**src/rtl/sflash_cmd_framer.sv**
```systemverilog
module sflash_cmd_framer #(
  parameter int CLK_DIV = 2,
  parameter int OP_W    = 8,
  parameter int PAGE_W  = 11,
  parameter int OFS_W   = 9
) (
  input  logic              clk,
  input  logic              rst_n,
  input  logic              req,
  input  logic [OP_W-1:0]   opcode,
  input  logic [PAGE_W-1:0] page,
  input  logic [OFS_W-1:0]  offset,
  input  logic              bin_mode,
  input  logic              hold_cs,
  input  logic              cs_release,
  output logic              cs_n,
  output logic              sck,
  output logic              mosi,
  output logic              busy,
  output logic              done
);
  localparam int ADDR_W  = 24;
  localparam int FRAME_W = OP_W + ADDR_W;
  localparam int BC_W    = $clog2(FRAME_W);
  localparam int DV_W    = (CLK_DIV > 1) ? $clog2(CLK_DIV) : 1;

  typedef enum logic [1:0] {S_IDLE, S_SHIFT, S_TAIL, S_HELD} state_t;

  state_t             state;
  logic [FRAME_W-1:0] frame;
  logic [BC_W-1:0]    bit_cnt;
  logic [DV_W-1:0]    div_cnt;
  logic               hold_q;
  logic               tick;
  logic [ADDR_W-1:0]  addr_std, addr_bin;

  assign addr_std = ADDR_W'({page, offset});
  assign addr_bin = ADDR_W'({page, offset[OFS_W-2:0]});
  assign tick     = (div_cnt == DV_W'(CLK_DIV - 1));
  assign busy     = (state == S_SHIFT) || (state == S_TAIL);
  assign mosi     = !cs_n && frame[FRAME_W-1];

  always_ff @(posedge clk or negedge rst_n) begin
    if (!rst_n) begin
      state   <= S_IDLE;
      frame   <= '0;
      bit_cnt <= '0;
      div_cnt <= '0;
      hold_q  <= 1'b0;
      cs_n    <= 1'b1;
      sck     <= 1'b0;
      done    <= 1'b0;
    end else begin
      done <= 1'b0;
      case (state)
        S_IDLE: begin
          if (req) begin
            frame   <= {opcode, bin_mode ? addr_bin : addr_std};
            hold_q  <= hold_cs;
            cs_n    <= 1'b0;
            sck     <= 1'b0;
            bit_cnt <= '0;
            div_cnt <= '0;
            state   <= S_SHIFT;
          end
        end
        S_SHIFT: begin
          if (tick) begin
            div_cnt <= '0;
            if (!sck) begin
              sck <= 1'b1;
            end else begin
              sck <= 1'b0;
              if (bit_cnt == BC_W'(FRAME_W - 1)) begin
                state <= S_TAIL;
              end else begin
                frame   <= {frame[FRAME_W-2:0], 1'b0};
                bit_cnt <= bit_cnt + 1'b1;
              end
            end
          end else begin
            div_cnt <= div_cnt + 1'b1;
          end
        end
        S_TAIL: begin
          if (tick) begin
            div_cnt <= '0;
            done    <= 1'b1;
            if (hold_q) begin
              state <= S_HELD;
            end else begin
              cs_n  <= 1'b1;
              state <= S_IDLE;
            end
          end else begin
            div_cnt <= div_cnt + 1'b1;
          end
        end
        S_HELD: begin
          if (cs_release) begin
            cs_n  <= 1'b1;
            state <= S_IDLE;
          end
        end
        default: state <= S_IDLE;
      endcase
    end
  end
endmodule

```
**config.mk**
```make
export PLATFORM = sky130hd
export DESIGN_NAME = sflash_cmd_framer
export DESIGN_NICKNAME = d
export VERILOG_FILES = /design/src/rtl/sflash_cmd_framer.sv
export SDC_FILE = /design/constraint.sdc
export NUM_CORES = 1
export LEC_CHECK = 0
export ABC_AREA = 1
export BUFFER_PORTS_ARGS = -buffer_cell sky130_fd_sc_hd__buf_2
export CORE_MARGIN = 4
export CORE_UTILIZATION = 35
export DETAILED_ROUTE_END_ITERATION = 6
export SLEW_MARGIN = 30
export SYNTH_ARGS = -nofsm -noshare
export SYNTH_HDL_FRONTEND = slang
export SYNTH_SLANG_ARGS = --single-unit
```
**constraint.sdc**
```tcl
create_clock -name clk -period 4.8 [get_ports clk]
set_input_delay 0 -clock clk [delete_from_list [all_inputs] [get_ports clk]]
set_output_delay 0 -clock clk [all_outputs]
set_load 0.01 [all_outputs]
```
==> results of run 1 <==
-- layout make-up --
class / count / share of cell area, %
tap: 96 / 4.02
sequential: 44 / 36.9
multi-input combinational: 280 / 41.7
inverter: 29 / 3.64
clock inverter: 2 / 0.335
clock buffer: 6 / 2.76
timing repair buffer: 51 / 10.7
-- layer usage --
metal,global-route usage (%),routed length [µm]
met1,17.4,2550
met2,19.7,2200
met3,2.48,189
met4,4.33,54
met5,0,0
-- Yosys cell counts --
master / n
nor3b_1: 1
nand4_1: 1
buf_6: 5
buf_2: 4
nor2_8: 1
dfstp_2: 1
o21ai_2: 1
inv_2: 3
nand2_2: 11
mux2_2: 1
nand3b_1: 1
dfrtp_1: 43
o21ai_0: 9
ha_1: 8
nand3_2: 1
nand3_1: 11
buf_8: 1
inv_1: 26
clkbuf_1: 5
nand2_4: 1
or2_2: 7
nor2_2: 1
nand2_1: 217
nor2_1: 8
-- logic make-up (layout without fill, tap and decap cells) --
kind of cell    count (synthesis)  count (layout)  synth area share [%]
compound gates                 10              10                  2.10
fa+ha+maj                       8               8                  3.90
buf+inv                        44              88                  8.53
flops                          44              44                  42.9
mux                             1               1                 0.439
simple gates                  261             261                  42.1
-- layout by cell type, fill, tap and decap left out, drive strengths merged --
cell	Yosys	final
o21ai	10	10
nor2	10	10
nand3b	1	1
inv	29	29
dfstp	1	1
nor3b	1	1
nand4	1	1
mux2	1	1
or2	7	7
nand2	229	229
nand3	12	12
dlygate4sd3	0	12
clkbuf	5	6
dfrtp	43	43
buf	10	39
ha	8	8
clkinv	0	2
-- metrics by stage --
stage	setup WS [ns]	std cells	utilization [%]	hold slack (ns)	total power [mW]
global route	1.95	508	43.1	0.0157	1.93
detailed placement	2.27	488	40.0	0.0384	1.50
CTS	2.22	508	43.1	0.000244	1.75
finish	2.27	508	43.1	0.00641	1.72
global placement	2.31	488	40.0	0.234	1.49
floorplan	3.14	368	-	-0.296	1.39
-- final timing paths --
kind                            from   endpoint  slack [ns]  cells past startpoint
hold / removal             offset[2]   frame[2]       0.006                      5
hold reg to reg                 cs_n       cs_n        0.48                      2
max in group asynchronous      rst_n   frame[5]        4.19                      2
setup / recovery            state[1]  frame[11]        2.27                      9
setup reg to reg            state[1]  frame[11]        2.27                      9
min in group asynchronous      rst_n     hold_q        0.24                      2
-- worst min-delay path, delay by kind of cell --
family / cells / cell delay (ns)
and+or+nand+nor: 4 / 0.18
buffers and inverters: 1 / 0.08
-- flip-flops by register name (all words and copies together), names as in the netlist --
register	cells
done	1
div_cnt	1
hold_q	1
bit_cnt	5
state	2
sck	1
frame	32
cs_n	1
-- report_power, final --
part | internal [mW] | switching [mW] | total [mW]
sequential | 0.526 | 0.0880 | 0.614
clock | 0.115 | 0.120 | 0.235
combinational | 0.281 | 0.585 | 0.867
total | 0.922 | 0.794 | 1.72
==> results.txt, run 1 <==
Status: finished clean
Final WL: 4990 µm
Post-route cell area: 2990 µm²
Number of global-route vias before repair: 2021
Leak: 1.79 nW
Share of the clock period used by the worst path after layout: 52.8%
RSZ-0062 raised after global routing: no
Std-Cell Rows: 30
Syn_nets: 410
Layout cells sized above 1: 18.2%
First-pass GRT wire length: 8970 µm
DRC: 0
# clock sinks: 44
Detailed Route Iter0 Violations: 128
HP Class: in2reg
Pre-antenna DRT Iters: 4
Worst skew pair latency: 0.29 ns
Slew margin rel.: 63.3%
Post-CTS Setup Bufs: 0
Max FO, Critical Path: 39
Grt ovf: 0
Core Footprint: 6940 µm²
Clock buffer count from CTS: 5
Clock Path Buffers: 2
I/O pin cnt: 39
Placed inst area: 2780 µm²
Crit path launch type: register
Final Skew: 0.00563 ns
Least-Margin Pin Slew: 0.551 ns
Worst IR Drop VDD: 225 µV
Max H-tree Level: 2
Worst Path Buf+Inv: 3
Crit-path cells: inv_1, ha_1, buf_4, inv_2, nand2_1, nand3_2, nor2_8, nand2_1, nand2_1
Antenna viol nets, final: 0
Die height: 93.7 µm
Area growth syn-to-layout: 16.5%
CP required: 5.02 ns
DP HPWL: 3210 µm
Final GP Congestion: 0.748
Top cells by area, synth: dfrtp_1 (42%), nand2_1 (32%), ha_1 (3.9%)
Filler Cells Inserted: 734
Worst-path clk slew: 0.08 ns
Final TNS setup: 0 ns
Slowest cell on the critical path: nor2_8
Avg Inst Size Synth: 6.98 µm²
Worst path top cell family by delay: simple AND/OR/NAND/NOR gates
Final-report hold violation count: 0
Netlist Area Pre-Place: 2570 µm²
Area leader, netlist: dfrtp_1
Sequential area share after synthesis: 42.9%
Root buffer cell: clkbuf_8
Die ar.: 8770 µm²
Seq. cell area: 1100 µm²
Cell mode on critical path: nand2_1
Starting density of the core: 37.0%
Vias per cell: 4.29
Critical Path AT: 2.76 ns
Diodes inserted: 0
Number of synthesized register bits: 44
Total track usage: 12.6%
Final min period: 2.53 ns
Crit path kind: reg2reg
Multi-input logic area: 1250 µm²
# nets final: 453
Cts repair resizes: 0
Post-Syn Instances: 368
Synth unique cells: 24
Final setup fails: 0
Crit. End Element: register
Max Cap Viol: 0
Antenna violations before repair: 0
Power per cell area: 574 nW/µm²
Die Wd: 93.7 µm
CP peak stage delay: 0.47 ns
CTS tree: built
Via count: 2178
Hold-fix buffer count after cts: 12
Synth top area share: 41.9%
Port-buffer cells: 38
Final slew viol count: 0
Largest net degree at the start of global routing: 45
YS warnings: 0
Fmax: 0.395 GHz
Routed WL per cell: 9.81 µm
Note: power is estimated with default switching activity, not from simulation.
==> inputs of run 2 (changes only) <==
==> constraint.sdc (replaced) <==
create_clock -name clk -period 2.1 [get_ports clk]
set_input_delay 0 -clock clk [delete_from_list [all_inputs] [get_ports clk]]
set_output_delay 0 -clock clk [all_outputs]
set_load 0.01 [all_outputs]
==> run 2 against run 1 <==
Effect of this change:
- combinational power increased by 140%
- highest routed layer unchanged
- critical path depth grew 1
- largest cell class unchanged
- sequential power rose by 130%
- non-clock buffer count up 8
==> results.txt, run 2 (synthesis gave the netlist of run 1 again) <==
Status: finished clean (unchanged)
Max FO, Critical Path: 20 (was 39)
Antenna viol nets, final: 0 (unchanged)
Filler Cells Inserted: 713 (was 734)
Final WL: 5270 µm (was 4990 µm)
DRC: 0 (unchanged)
Diodes inserted: 0 (unchanged)
Port-buffer cells: 38 (unchanged)
Post-CTS Setup Bufs: 0 (unchanged)
Worst R2R Setup Slack: 0.19 ns (was 2.27 ns)
Worst-path clk slew: 0.09 ns (was 0.08 ns)
Share of the clock period used by the worst path after layout: 90.8% (was 52.8%)
Worst r2r src: bit_cnt[0] (was state[1])
Met1 usage: 18.0% (was 17.4%)
Total track usage: 13.5% (was 12.6%)
Worst skew pair latency: 0.30 ns (was 0.29 ns)
Std-Cell Rows: 30 (unchanged)
Vias per cell: 4.33 (was 4.29)
Largest net degree at the start of global routing: 38 (was 45)
Via count: 2235 (was 2178)
Final-report hold violation count: 0 (unchanged)
Crit path launch type: register (unchanged)
Final GP Congestion: 0.790 (was 0.748)
Power per cell area: 1350 nW/µm² (was 574 nW/µm²)
Largest register by flop count: frame (unchanged)
# nets final: 461 (was 453)
Slew margin rel.: 73.0% (was 63.3%)
Least-Margin Pin Slew: 0.404 ns (was 0.551 ns)
Grt ovf: 0 (unchanged)
RSZ-0062 raised after global routing: no (unchanged)
Fmax: 0.524 GHz (was 0.395 GHz)
Critical Path AT: 2.15 ns (was 2.76 ns)
Detailed Route Iter0 Violations: 97 (was 128)
Final setup fails: 0 (unchanged)
Pre-antenna DRT Iters: 4 (unchanged)
CP required: 2.34 ns (was 5.02 ns)
Final min period: 1.91 ns (was 2.53 ns)
Layout cells sized above 1: 19.0% (was 18.2%)
Crit. End Element: register (unchanged)
I/O pin cnt: 39 (unchanged)
Max Cap Viol: 0 (unchanged)
Clock Path Buffers: 2 (unchanged)
Antenna violations before repair: 0 (unchanged)
Final slew viol count: 0 (unchanged)
Max FFs per register: 32 (unchanged)
Met2 usage: 22.2% (was 19.7%)
Area growth syn-to-layout: 19.7% (was 16.5%)
Root buffer cell: clkbuf_8 (unchanged)
Final TNS setup: 0 ns (unchanged)
Final Skew: 0.00737 ns (was 0.00563 ns)
Starting density of the core: 37.0% (unchanged)
HP Class: in2reg (unchanged)
# clock sinks: 44 (unchanged)
Routed WL per cell: 10.2 µm (was 9.81 µm)
CTS tree: built (unchanged)
GRT busiest layer: met2 (unchanged)
Regs by FF count: frame: 32 flops, bit_cnt: 5 flops, state: 2 flops (unchanged)
Critical R2R Capture: frame[9] (was frame[11])
DP HPWL: 3460 µm (was 3210 µm)
Core Footprint: 6940 µm² (unchanged)
Most common cell after layout, fill and taps aside: nand2_1 (unchanged)
Worst IR Drop VDD: 510 µV (was 225 µV)
Worst Setup SP: bit_cnt[0] (was state[1])
Die height: 93.7 µm (unchanged)
Die ar.: 8770 µm² (unchanged)
Number of global-route vias before repair: 2178 (was 2021)
Max H-tree Level: 2 (unchanged)
Final hold slack: 0.00560 ns (was 0.00641 ns)
CP endpoint: frame[9] (was frame[11])
Most frequent cells in the layout: nand2_1 (217), dfrtp_1 (43), buf_2 (38) (was nand2_1 (217), dfrtp_1 (43), buf_2 (37))
Crit path kind: reg2reg (unchanged)
Met3 Use GR: 2.80% (was 2.48%)
First-pass GRT wire length: 9690 µm (was 8970 µm)
Worst Reg2Reg Path Length in Cells: 10 (was 9)
Hold Path Cell Cnt: 5 (unchanged)
Leak: 1.83 nW (was 1.79 nW)
Die Wd: 93.7 µm (unchanged)
Clock buffer count from CTS: 5 (unchanged)
==> run 2: power breakdown <==
| part | internal [mW] | total, mW | switching, mW |
|---|---|---|---|
| clock | 0.352 | 0.659 | 0.306 |
| combinational | 0.714 | 2.09 | 1.37 |
| sequential | 1.20 | 1.40 | 0.203 |
| total | 2.27 | 4.15 | 1.88 |
==> run 2: repair_timing <==
item / 4_1_cts / 5_1_grt
resized for setup: 0 / 0
hold endpoints to repair: 30 / 0
hold buffers: 15 / 0
endpoints found under the setup margin: 0 / 0
==> run 2: area by class of cell <==
cell class	instances	area (µm²)	area share (%)
multi-input cells	280	1250	40.5
flip-flops and latches	44	1100	35.9
repair buffers	59	385	12.5
well taps	96	120	3.91
inverters	29	109	3.54
clock buffers	5	68.8	2.24
clock inverters	3	42.5	1.38
==> run 2: worst min-delay path by stage <==
stage | slack, ns | from | endpoint
5_1_grt | 0.01 | opcode[7] | frame[31]
3_5_place_dp | -0.04 | rst_n | hold_q
2_1_floorplan | -0.30 | rst_n | bit_cnt[0]
4_1_cts | 0.003 | opcode[7] | frame[31]
6_report | 0.006 | opcode[7] | frame[31]
3_3_place_gp | -0.05 | rst_n | hold_q
==> run 2: stage by stage <==
stage	setup WS (ns)	total power, mW	util, %	area [µm²]	instances
after floorplan	0.444	3.18	-	2570	368
after global placement	0.219	3.48	40.5	2810	493
after CTS	0.171	4.21	44.3	3070	516
after detailed placement	0.206	3.53	40.5	2810	493
after global routing	0.00247	4.60	44.3	3070	516
final	0.193	4.15	44.3	3070	516
==> run 2: worst max-delay path, cell delays in order, from the launching register on <==
cell,delay [ns]
dfrtp_1,0.44
ha_1,0.23
nand2_1,0.08
nor2_1,0.04
ha_1,0.22
o21ai_2,0.23
inv_2,0.09
nor2_8,0.08
buf_4,0.27
nand2_1,0.09
nand2_1,0.06
==> run 2: routing by layer <==
| layer | wire length [µm] | vias up |
|---|---|---|
| met3 | 262 | 4 |
| met5 | 0 | - |
| met4 | 58 | 0 |
| met1 | 2660 | 985 |
| li1 | - | 1197 |
| met2 | 2280 | 49 |
==> inputs of run 3 (changes only) <==
--- a/config.mk
+++ b/config.mk
@@ -10,6 +10,7 @@
 export CORE_MARGIN = 4
 export CORE_UTILIZATION = 35
 export DETAILED_ROUTE_END_ITERATION = 6
+export RECOVER_POWER = 50
 export SLEW_MARGIN = 30
 export SYNTH_ARGS = -nofsm -noshare
 export SYNTH_HDL_FRONTEND = slang
==> run 3 against run 2 <==
Effect of this change:
- design area decreased by 0.20%
- non-clock buffer count unchanged
- die area unchanged
- first-iteration DRC count down 2.1%
- power fell by 0.15%
- clock power is essentially flat
==> results.txt, run 3 (synthesis gave the netlist of run 1 again) <==
DRC: 0 (unchanged)
Number of global-route vias before repair: 2178 (unchanged)
Final hold slack: 0.00619 ns (was 0.00560 ns)
Worst IR Drop VDD: 509 µV (was 510 µV)
RSZ-0062 raised after global routing: no (unchanged)
Area growth syn-to-layout: 19.5% (was 19.7%)
Via count: 2235 (unchanged)
# clock sinks: 44 (unchanged)
Critical Path AT: 2.14 ns (was 2.15 ns)
Largest net degree at the start of global routing: 38 (unchanged)
Antenna viol nets, final: 0 (unchanged)
First-pass GRT wire length: 9690 µm (unchanged)
Status: finished clean (unchanged)
Die Wd: 93.7 µm (unchanged)
Final min period: 1.90 ns (was 1.91 ns)
Max FO, Critical Path: 20 (unchanged)
Final setup fails: 0 (unchanged)
Final-report hold violation count: 0 (unchanged)
Filler Cells Inserted: 715 (was 713)
Routed wl met3: 261 µm (was 262 µm)
Worst path top cell family by delay: adder cells (unchanged)
Die height: 93.7 µm (unchanged)
Die ar.: 8770 µm² (unchanged)
Vias per cell: 4.33 (unchanged)
CP required: 2.34 ns (about the same)
Clock buffer count from CTS: 5 (unchanged)
Regs by FF count: frame: 32 flops, bit_cnt: 5 flops, state: 2 flops (unchanged)
Post-CTS Setup Bufs: 0 (unchanged)
Max Cap Viol: 0 (unchanged)
Most common cell after layout, fill and taps aside: nand2_1 (unchanged)
Final TNS setup: 0 ns (unchanged)
Worst Path Buf+Inv: 2 (unchanged)
Placed Cells: 493 (unchanged)
Layout Cells excl Fill: 516 (unchanged)
Starting density of the core: 37.0% (unchanged)
CTS tree: built (unchanged)
Slew margin rel.: 35.7% (was 73.0%)
DP HPWL: 3460 µm (unchanged)
Worst-path clk slew: 0.09 ns (about the same)
Crit path kind: reg2reg (unchanged)
Leak: 1.82 nW (was 1.83 nW)
# nets final: 461 (unchanged)
Clock Path Buffers: 2 (unchanged)
I/O pin cnt: 39 (unchanged)
Final Skew: 0.00716 ns (was 0.00737 ns)
Least-Margin Pin Slew: 0.964 ns (was 0.404 ns)
Antenna violations before repair: 0 (unchanged)
Layout cells sized above 1: 18.1% (was 19.0%)
Max H-tree Level: 2 (unchanged)
HP Class: in2reg (unchanged)
Worst skew pair latency: 0.30 ns (about the same)
Std-Cell Rows: 30 (unchanged)
Uppermost routed layer: met4 (unchanged)
Core Footprint: 6940 µm² (unchanged)
Grt ovf: 0 (unchanged)
Largest register by flop count: frame (unchanged)
Final WL: 5260 µm (was 5270 µm)
Final Power: 4.14 mW (was 4.15 mW)
Fmax: 0.525 GHz (was 0.524 GHz)
Met2 Wirelength: 2270 µm (was 2280 µm)
Pre-antenna DRT Iters: 4 (unchanged)
Share of the clock period used by the worst path after layout: 90.7% (was 90.8%)
Most frequent cells in the layout: nand2_1 (217), dfrtp_1 (43), buf_2 (35) (was nand2_1 (217), dfrtp_1 (43), buf_2 (38))
Crit-path cells: ha_1, nand2_1, nor2_1, ha_1, o21ai_2, inv_2, nor2_8, buf_4, nand2_1, nand2_1 (unchanged)
Final GP Congestion: 0.790 (unchanged)
Routed WL per cell: 10.2 µm (about the same)
Detailed Route Iter0 Violations: 95 (was 97)
Root buffer cell: clkbuf_8 (unchanged)
Diodes inserted: 0 (unchanged)
Slowest cell on the critical path: dfrtp_1 (unchanged)
M1 WL: 2660 µm (about the same)
Crit. End Element: register (unchanged)
Max FFs per register: 32 (unchanged)
Crit path launch type: register (unchanged)
Final slew viol count: 0 (unchanged)
Power per cell area: 1350 nW/µm² (about the same)
Total track usage: 13.5% (unchanged)
Port-buffer cells: 38 (unchanged)
CP peak stage delay: 0.44 ns (about the same)
Cell mode on critical path: nand2_1 (unchanged)
-- run 3: cell types whose count changed in the layout (fill, tap and decap cells not counted), sizes merged --
cell,previous run,this run
buf,44,40
clkbuf,5,9
-- run 3: path summary, 6_finish.rpt --
check                                 end  slack, ns        from  cells past startpoint
worst max-delay path             frame[9]       0.20  bit_cnt[0]                     10
worst min-delay path            frame[31]      0.006   opcode[7]                      5
worst max register to register   frame[9]       0.20  bit_cnt[0]                     10
worst min register to register   frame[9]       0.48    frame[9]                      2
max in group asynchronous        frame[5]       0.51       rst_n                      3
min in group asynchronous          hold_q       0.37       rst_n                      2
-- run 3: tightest hold or removal path, delay by kind of cell --
| family | cells | cell delay, ns |
|---|---|---|
| and+or+nand+nor | 4 | 0.19 |
| buffers and inverters | 1 | 0.08 |
-- run 3: timing repair --
action,4_1_cts,5_1_grt
setup endpoints to repair,0,0
gates resized for setup,0,0
endpoints found under the hold margin,30,0
hold buffers,15,0
-- run 3: routing by layer --
| metal | GRT usage [%] | vias up |
|---|---|---|
| li1 | - | 1198 |
| met2 | 22.2 | 48 |
| met4 | 3.61 | 0 |
| met3 | 2.80 | 5 |
| met1 | 18.0 | 984 |
| met5 | 0 | - |
-- run 3: where the power goes --
group	switching [mW]	total, mW	internal, mW
Sequential	0.203	1.40	1.20
Clock	0.306	0.658	0.352
Combinational	1.37	2.08	0.710
-- run 3: layout make-up --
type / instances / area, µm² / area share (%)
Multi-Input combinational cell: 280 / 1250 / 40.6
Timing Repair Buffer: 59 / 379 / 12.4
Clock inverter: 3 / 42.5 / 1.39
Inverter: 29 / 109 / 3.55
Clock buffer: 5 / 68.8 / 2.24
Tap cell: 96 / 120 / 3.92
Sequential cell: 44 / 1100 / 35.9
-- run 3: metrics by stage --
| stage | instance area, µm² | util (%) | worst slack, ns |
|---|---|---|---|
| finish | 3070 | 44.2 | 0.196 |
| CTS | 3070 | 44.3 | 0.171 |
| detailed placement | 2810 | 40.5 | 0.206 |
| global placement | 2810 | 40.5 | 0.219 |
| floorplan | 2570 | - | 0.444 |
| global route | 3070 | 44.2 | 0.00247 |
